===== config.mk =====
export PLATFORM = sky130hd
export DESIGN_NAME = cfg_stream_target
export DESIGN_NICKNAME = d
export VERILOG_FILES = /design/src/rtl/cfg_pkt_pkg.sv /design/src/rtl/cfg_pkt_ctrl.sv /design/src/rtl/cfg_pkt_regs.sv /design/src/rtl/cfg_stream_target.sv
export SDC_FILE = /design/constraint.sdc
export NUM_CORES = 2
export LEC_CHECK = 0
export CORE_MARGIN = 3
export CORE_UTILIZATION = 40
export DETAILED_ROUTE_END_ITERATION = 8
export GPL_TIMING_DRIVEN = 1
export HOLD_SLACK_MARGIN = 0.1
export PLACE_DENSITY = 0.63
export SETUP_SLACK_MARGIN = 0.2
export SKIP_CTS_REPAIR_TIMING = 1
export SLEW_MARGIN = 20
export SYNTH_ARGS = -nofsm -noshare
export SYNTH_HDL_FRONTEND = slang
export SYNTH_HIERARCHICAL = 1
export SYNTH_SLANG_ARGS = --single-unit

===== constraint.sdc =====
create_clock -name clk -period 3.16 [get_ports clk]
set_clock_uncertainty 0.15 [all_clocks]
set_input_delay 0.632 -clock clk [delete_from_list [all_inputs] [get_ports clk]]
set_output_delay 0.632 -clock clk [all_outputs]
set_load 0.02 [all_outputs]

===== src/rtl/cfg_pkt_pkg.sv =====
package cfg_pkt_pkg;
  localparam int WORD_W = 32;
  localparam int ADDR_W = 14;
  localparam int COUNT_W = 11;
  localparam logic [WORD_W-1:0] SYNC_WORD = 32'hAA995566;
  localparam logic [WORD_W-1:0] CMD_DESYNC = 32'h0000000D;
  localparam logic [2:0] HDR_TYPE_ONE = 3'b001;
  localparam logic [1:0] OP_READ = 2'd1;
  localparam logic [1:0] OP_WRITE = 2'd2;
  localparam int SLOT_CMD = 4;
  localparam int SLOT_STAT = 7;
  localparam int SLOT_ID = 12;

  typedef enum logic [1:0] {ST_HUNT, ST_HEADER, ST_WRITE, ST_READ} cfgState_e;

  typedef struct packed {
    logic wrEn;
    logic pushEn;
    logic [ADDR_W-1:0] regAddr;
  } cfgStrobe_t;

  function automatic logic slotExists(int s);
    return (s >= 0 && s <= 14) || s == 16 || s == 17 || s == 22 || s == 24 || s == 31;
  endfunction

  function automatic logic slotWritable(int s);
    return slotExists(s) && s != SLOT_STAT && s != SLOT_ID;
  endfunction
endpackage


===== src/rtl/cfg_pkt_ctrl.sv =====
module cfg_pkt_ctrl
  import cfg_pkt_pkg::*;
(
  input  logic              clk,
  input  logic              rst,
  input  logic              inValid,
  input  logic [WORD_W-1:0] inData,
  output logic              inReady,
  input  logic              outValid,
  input  logic              outReady,
  output logic              isSynced,
  output logic              hdrError,
  output cfgStrobe_t        strobe
);
  cfgState_e state;
  logic [COUNT_W-1:0] count;
  logic [ADDR_W-1:0] addrQ;
  logic accept;
  logic unusedRsvBits;

  assign unusedRsvBits = ^inData[12:11];
  assign inReady = (state != ST_READ);
  assign accept = inValid && inReady;
  assign isSynced = (state != ST_HUNT);

  always_comb begin
    strobe.wrEn = (state == ST_WRITE) && accept;
    strobe.pushEn = (state == ST_READ) && (!outValid || outReady);
    strobe.regAddr = addrQ;
  end

  always_ff @(posedge clk) begin
    if (rst) begin
      state <= ST_HUNT;
      count <= '0;
      addrQ <= '0;
      hdrError <= 1'b0;
    end else begin
      case (state)
        ST_HUNT: if (accept && inData == SYNC_WORD) state <= ST_HEADER;
        ST_HEADER: if (accept) begin
          if (inData[31:29] != HDR_TYPE_ONE) begin
            hdrError <= 1'b1;
          end else begin
            addrQ <= inData[26:13];
            count <= inData[COUNT_W-1:0];
            if (inData[COUNT_W-1:0] != '0) begin
              if (inData[28:27] == OP_READ) state <= ST_READ;
              else if (inData[28:27] == OP_WRITE) state <= ST_WRITE;
            end
          end
        end
        ST_WRITE: if (accept) begin
          count <= count - 1'b1;
          if (addrQ == ADDR_W'(SLOT_CMD) && inData == CMD_DESYNC) state <= ST_HUNT;
          else if (count == 1) state <= ST_HEADER;
        end
        ST_READ: if (strobe.pushEn) begin
          count <= count - 1'b1;
          if (count == 1) state <= ST_HEADER;
        end
        default: state <= ST_HUNT;
      endcase
    end
  end
endmodule


===== src/rtl/cfg_pkt_regs.sv =====
module cfg_pkt_regs
  import cfg_pkt_pkg::*;
#(
  parameter logic [31:0] ID_VALUE = 32'h1BAD0C0D,
  parameter int SLOT_BITS = 5
) (
  input  logic              clk,
  input  logic              rst,
  input  cfgStrobe_t        strobe,
  input  logic [WORD_W-1:0] wrData,
  input  logic              outReady,
  output logic              outValid,
  output logic [WORD_W-1:0] outData
);
  localparam int NUM_SLOTS = 1 << SLOT_BITS;

  logic [WORD_W-1:0] slotVal [NUM_SLOTS];
  logic inRange;
  logic [SLOT_BITS-1:0] sel;
  logic [WORD_W-1:0] readVal;

  assign inRange = (strobe.regAddr[ADDR_W-1:SLOT_BITS] == '0);
  assign sel = strobe.regAddr[SLOT_BITS-1:0];
  assign readVal = inRange ? slotVal[sel] : '0;

  for (genvar g = 0; g < NUM_SLOTS; g++) begin : gSlot
    if (slotWritable(g)) begin : gStore
      logic [WORD_W-1:0] store;
      always_ff @(posedge clk) begin
        if (rst) store <= '0;
        else if (strobe.wrEn && inRange && sel == SLOT_BITS'(g)) store <= wrData;
      end
      assign slotVal[g] = store;
    end else if (g == SLOT_ID) begin : gId
      assign slotVal[g] = ID_VALUE;
    end else begin : gHole
      assign slotVal[g] = '0;
    end
  end

  always_ff @(posedge clk) begin
    if (rst) begin
      outValid <= 1'b0;
      outData <= '0;
    end else if (strobe.pushEn) begin
      outValid <= 1'b1;
      outData <= readVal;
    end else if (outReady) begin
      outValid <= 1'b0;
    end
  end
endmodule


===== src/rtl/cfg_stream_target.sv =====
module cfg_stream_target
  import cfg_pkt_pkg::*;
#(
  parameter logic [31:0] ID_VALUE = 32'h1BAD0C0D,
  parameter int SLOT_BITS = 5
) (
  input  logic        clk,
  input  logic        rst,
  input  logic        inValid,
  input  logic [31:0] inData,
  output logic        inReady,
  output logic        outValid,
  output logic [31:0] outData,
  input  logic        outReady,
  output logic        isSynced,
  output logic        hdrError
);
  cfgStrobe_t strobe;

  cfg_pkt_ctrl u_ctrl (
    .clk(clk), .rst(rst), .inValid(inValid), .inData(inData), .inReady(inReady),
    .outValid(outValid), .outReady(outReady), .isSynced(isSynced),
    .hdrError(hdrError), .strobe(strobe)
  );

  cfg_pkt_regs #(.ID_VALUE(ID_VALUE), .SLOT_BITS(SLOT_BITS)) u_regs (
    .clk(clk), .rst(rst), .strobe(strobe), .wrData(inData), .outReady(outReady),
    .outValid(outValid), .outData(outData)
  );
endmodule


* After elaboration in Yosys (flattened, before gate mapping)
Index checks and enable logic that the tools add are counted.
Widths: inputs -> output; s select.
** Operators by class
- Equality and inequality tests :: 35
- Mux-type cells :: 22
- Bitwise gates (word level) :: 2
- $add $sub $neg :: 1
- Reduce and logical (&&, ||, !) cells :: 37
- $lt $le $gt $ge :: 1
** Operators with widths (number)
- $bmux 32 s5 :: 1
- $mux 32 :: 3
- $mux 11 :: 4
- $pmux 11 s3 :: 1
- $eq 32x32->1 const B :: 1
- $eq 32x4->1 const B :: 1
- $eq 5x4->1 const B :: 6
- $eq 5x5->1 const B :: 5
- $logic_and 1x1->1 :: 24
- $mux 2 :: 10
- $eq 5x3->1 const B :: 3
- $eq 14x3->1 const B :: 1
- $eq 11x1->1 const B :: 1
- $reduce_bool 11->1 :: 1
- $sub 11x1->11 const B :: 1
- $eq 5x2->1 const B :: 2
- $logic_not 9->1 :: 1
- $ne 2x1->1 const B :: 4
- $pmux 2 s4 :: 1
- $reduce_and 7->1 :: 1
- $eq 2x2->1 const B :: 3
- $ge 6x6->1 const B :: 1
- $ne 2x2->1 const B :: 3
- $ne 3x1->1 const B :: 2
- other kinds (13) :: 17
** Word-level totals
- Output and inout port bits :: 36
- Register bits :: 637
- Input port bits :: 36

* Longest topological paths before layout
- Word-level depth :: 7
- Depth in mapped cells :: 10

* Hierarchy
The synthesis kept the hierarchy.
** Modules (own cells, without submodules)
- cfg_pkt_regs :: cells an instance 3205, sequential area each 12191.7 um2, area each 26402.8 um2, instances 1
- cfg_pkt_ctrl :: cells an instance 219, sequential area each 560.5 um2, area each 1635.3 um2, instances 1

* Worst setup path after synthesis
Ideal clock, no wire load.
- Path type :: register to register
- Start point :: register u_ctrl.state[1]
- End point :: register u_regs.gSlot[11].gStore.store[1]
- Path slack :: 0.599 ns
- Stages on the path, launching flop included :: 10
- Data required time :: 2.882 ns
- Arrival time :: 2.284 ns
- Cell sequence :: dfxtp_1 -> clkbuf_1 -> buf_2 -> and3_1 -> nand2b_1 -> buf_2 -> nor4_4 -> buf_6 -> mux2i_1 -> nor2_1
** RTL lines
- start: declaration :: RTL line cfg_pkt_ctrl.sv:15 : cfgState_e state;
- start signal: assignment :: RTL line cfg_pkt_ctrl.sv:34 : state <= ST_HUNT;
- start signal: assignment :: RTL line cfg_pkt_ctrl.sv:40 : ST_HUNT: if (accept && inData == SYNC_WORD) state <= ST_HEADER;
- start signal: assignment :: RTL line cfg_pkt_ctrl.sv:48 : if (inData[28:27] == OP_READ) state <= ST_READ;
- end signal: assignment :: RTL line cfg_pkt_regs.sv:31 : else if (strobe.wrEn && inRange && sel == SLOT_BITS'(g)) store <= wrData;
- end: declaration :: RTL line cfg_pkt_regs.sv:28 : logic [WORD_W-1:0] store;

* Worst setup path in the final report
- Start point :: register u_ctrl.state[1]
- End point :: output isSynced
** On the way
- Word-level cells in the longest chain between the ends :: 1
** RTL lines
- $reduce_bool 2->1 :: RTL line cfg_pkt_ctrl.sv:24 : assign isSynced = (state != ST_HUNT);
- end: declaration :: RTL line cfg_stream_target.sv:15 : output logic isSynced,
Every way passes these cells.

==> run_results.csv <==
group,metric,value,unit
yosys,ys_ff_latch,637,
setup_path,r2r_cells,7,
layout,fin_nets,3419,
sta,drv_slew,0,
drt,antenna_left,0,
floorplanning,ios,72,
global_routing,antenna_found_initial,0,
sta,max_slew_margin,33.29,%
placement,dp_slack,160.9,ps
setup_path,endpoint_kind,"primary output",
floorplanning,start_util,40.60,%
clock_network,cts_tree,"yes",
global_routing,gr-usage-all-layers,23.56,%
sta,final-setup-viol-count,0,
layout,area_growth,14.80,%
clock_network,cts-root-buf,"clkbuf_16",
setup_path,crit_path_max_fanout,15,
drt,wirelength,89130,µm
clock_network,insertion_delay,600,ps
yosys,ys_types,61,
setup_path,crit_type,"reg2out",
layout,multi_input_area,13600,µm²
drt,via_per_inst,5.560,
power,p_per_area,511.4,nW/µm²
sta,fin_ws,347.3,ps
clock_network,htreeDepth,3,
layout,regArea,12760,µm²
yosys,synth_warnings,6,
setup_path,r2r_slack,370,ps
clock_network,path_clk_slew,60,ps
yosys,syn_avg_cell_area,8.189,µm²
placement,gp_congestion,0.8348,
floorplanning,core_area,69070,µm²
sta,hold_violations,0,
floorplanning,dieArea,73310,µm²
yosys,synth_edf_count,0,
placement,placed_area,29920,µm²
sta,rsz0062_at_grt,"false",
yosys,yosysTopAreaCell,"dfxtp_1",
sta,tightest_slew,1001,ps
min_path,worstHoldPathCells,2,
setup_path,arrival,2030,ps
sta,fin_crit,2813,ps
power,power,16.46,mW
global_routing,grt_pass1_vias,22580,
clock_network,cts.sinks,637,
yosys,synth_top_area_share,45.48,%
drt,drt_iter0_drc,2392,
drt,wire_per_inst,20.43,µm
drt,vias,24260,
global_routing,grt_pass1_wl,136400,µm
yosys,synthTopCellsByArea,"dfxtp_1 45%, nand2_1 15%, a21oi_1 10%, mux4_2 5.1%, mux2i_1 4.1%",
yosys,seq_area_frac_synth,45.48,%
run_status,status,"completed",
sta,fin_setup_tns,0,ps
yosys,synth_commonest_cells,"1124 x nand2_1, 637 x dfxtp_1, 576 x a21oi_1",
placement,dp_hpwl,55230,µm
yosys,yosysMostFrequentCell,"nand2_1",
floorplanning,dieHeight,270.8,µm
run,maxCapViolCount,0,
clock_network,clock_path_buffers,3,
layout,design_area,32190,µm²
drt,drc,0,
sta,max_freq,0.3555,GHz
sta,finalCritPeriodShare,89.01,%
yosys,syn_area,28040,µm²
layout,fin_util,46.61,%
yosys,syn_nets,3463,
yosys,synthCells,3424,
layout,fill_cells,6674,
drt,dr.pass1.iters,5,
min_path,min_path_type,"in2reg",
setup_path,cp.required,2380,ps
floorplanning,rows,96,
global_routing,grt_max_degree,197,
global_routing,grt_overflow,0,
setup_path,start_kind,"register",
yosys,synth_async_sr_flop_share,0,%
power,power_leakage,10.01,nW
placement,numPortBuffers,71,
layout,drive_above_1_share,11.66,%
power,peakVddDrop,343.5,µV
yosys,synth_flop_cell,"dfxtp_1",
floorplanning,die_x,270.8,µm
clock_network,numCtsBuffers,69,
[flip-flops by register name, summed over array words and instances, names as in the netlist]
register	count
u_ctrl/hdrError	1
u_regs/gSlot.gStore.store	576
u_ctrl/count	11
u_ctrl/addrQ	14
u_ctrl/state	2
u_regs/outData	32
u_regs/outValid	1
[critical path, cell delays in order (launching register included)]
cell and delay [ps]:
dfxtp_1 450, buf_6 210, clkinvlp_4 100, nand2_1 70
clkdlybuf4s50_1 600
[logic make-up (layout without fill, tap and decap cells)]
family | count (synthesis) | count (layout) | share of synthesized area [%]
AND/OR/NAND/NOR | 1376 | 1376 | 20.33
AO/OA/AOI/OAI | 846 | 846 | 17.84
flip-flops | 637 | 637 | 45.48
buffers and inverters | 366 | 373 | 6.283
multiplexers | 196 | 196 | 9.933
adder cells (fa/ha/maj) | 3 | 3 | 0.1339
other | 0 | 1 | 0
[power by group]
part,switching (mW),internal (mW)
logic,0.337,0.0963
registers,0.0000000000274,8.03
clock network,3.31,4.69
[path summary, 6_finish.rpt]
path,endpoint,startpoint
worst max-delay path,isSynced,u_ctrl/state[1]
worst min-delay path,u_ctrl/count[3],rst
worst max register to register,u_regs/gSlot[11].gStore.store[30],u_ctrl/addrQ[7]
worst min register to register,u_regs/gSlot[4].gStore.store[24],u_regs/gSlot[4].gStore.store[24]
[cells in the final DEF (no fill, tap or decap), types with 8 or more instances in the layout]
cell type / n
a21oi_1: 576
a221oi_1: 13
a22o_1: 28
a22oi_1: 55
a31oi_1: 11
a32o_1: 10
buf_12: 34
buf_4: 122
clkbuf_1: 14
clkbuf_16: 74
clkbuf_8: 18
clkdlybuf4s50_1: 70
clkinv_2: 12
dfxtp_1: 632
inv_1: 22
mux2_2: 18
mux2i_1: 114
mux4_2: 64
nand2_1: 1124
nand2b_1: 12
nand3_1: 12
nand4_1: 10
nor2_1: 105
nor2b_1: 18
nor3_1: 11
nor4_1: 10
nor4_4: 10
o211ai_1: 35
o21ai_0: 29
o22ai_1: 14
o2bb2ai_1: 9
or2_2: 9
or4_1: 8
[layout make-up]
type	instances	share of cell area, %
Clock inverter	16	0.2876
Antenna cell	1	0.007774
Tap cell	931	3.619
Sequential cell	637	39.65
Timing Repair Buffer	228	7.218
Inverter	23	0.2799
Multi-Input combinational cell	2421	42.25
Clock buffer	106	6.686
[per-layer routing]
metal	track usage [%]	vias up	share of wire (%)
met1	32.62	11710	45
met2	37.74	829	46
met5	0	-	0
li1	-	11570	-
met3	4.150	144	7.0
met4	6.814	0	2.3
[per-stage QoR]
step	hold WS, ps	cells
4_1_cts	131.6	4361
6_report	159.2	4363
3_5_place_dp	292.8	4239
2_1_floorplan	278.7	3424
5_1_grt	158.7	4362
3_3_place_gp	286.7	4239
Power figures use the tool's default switching activity.
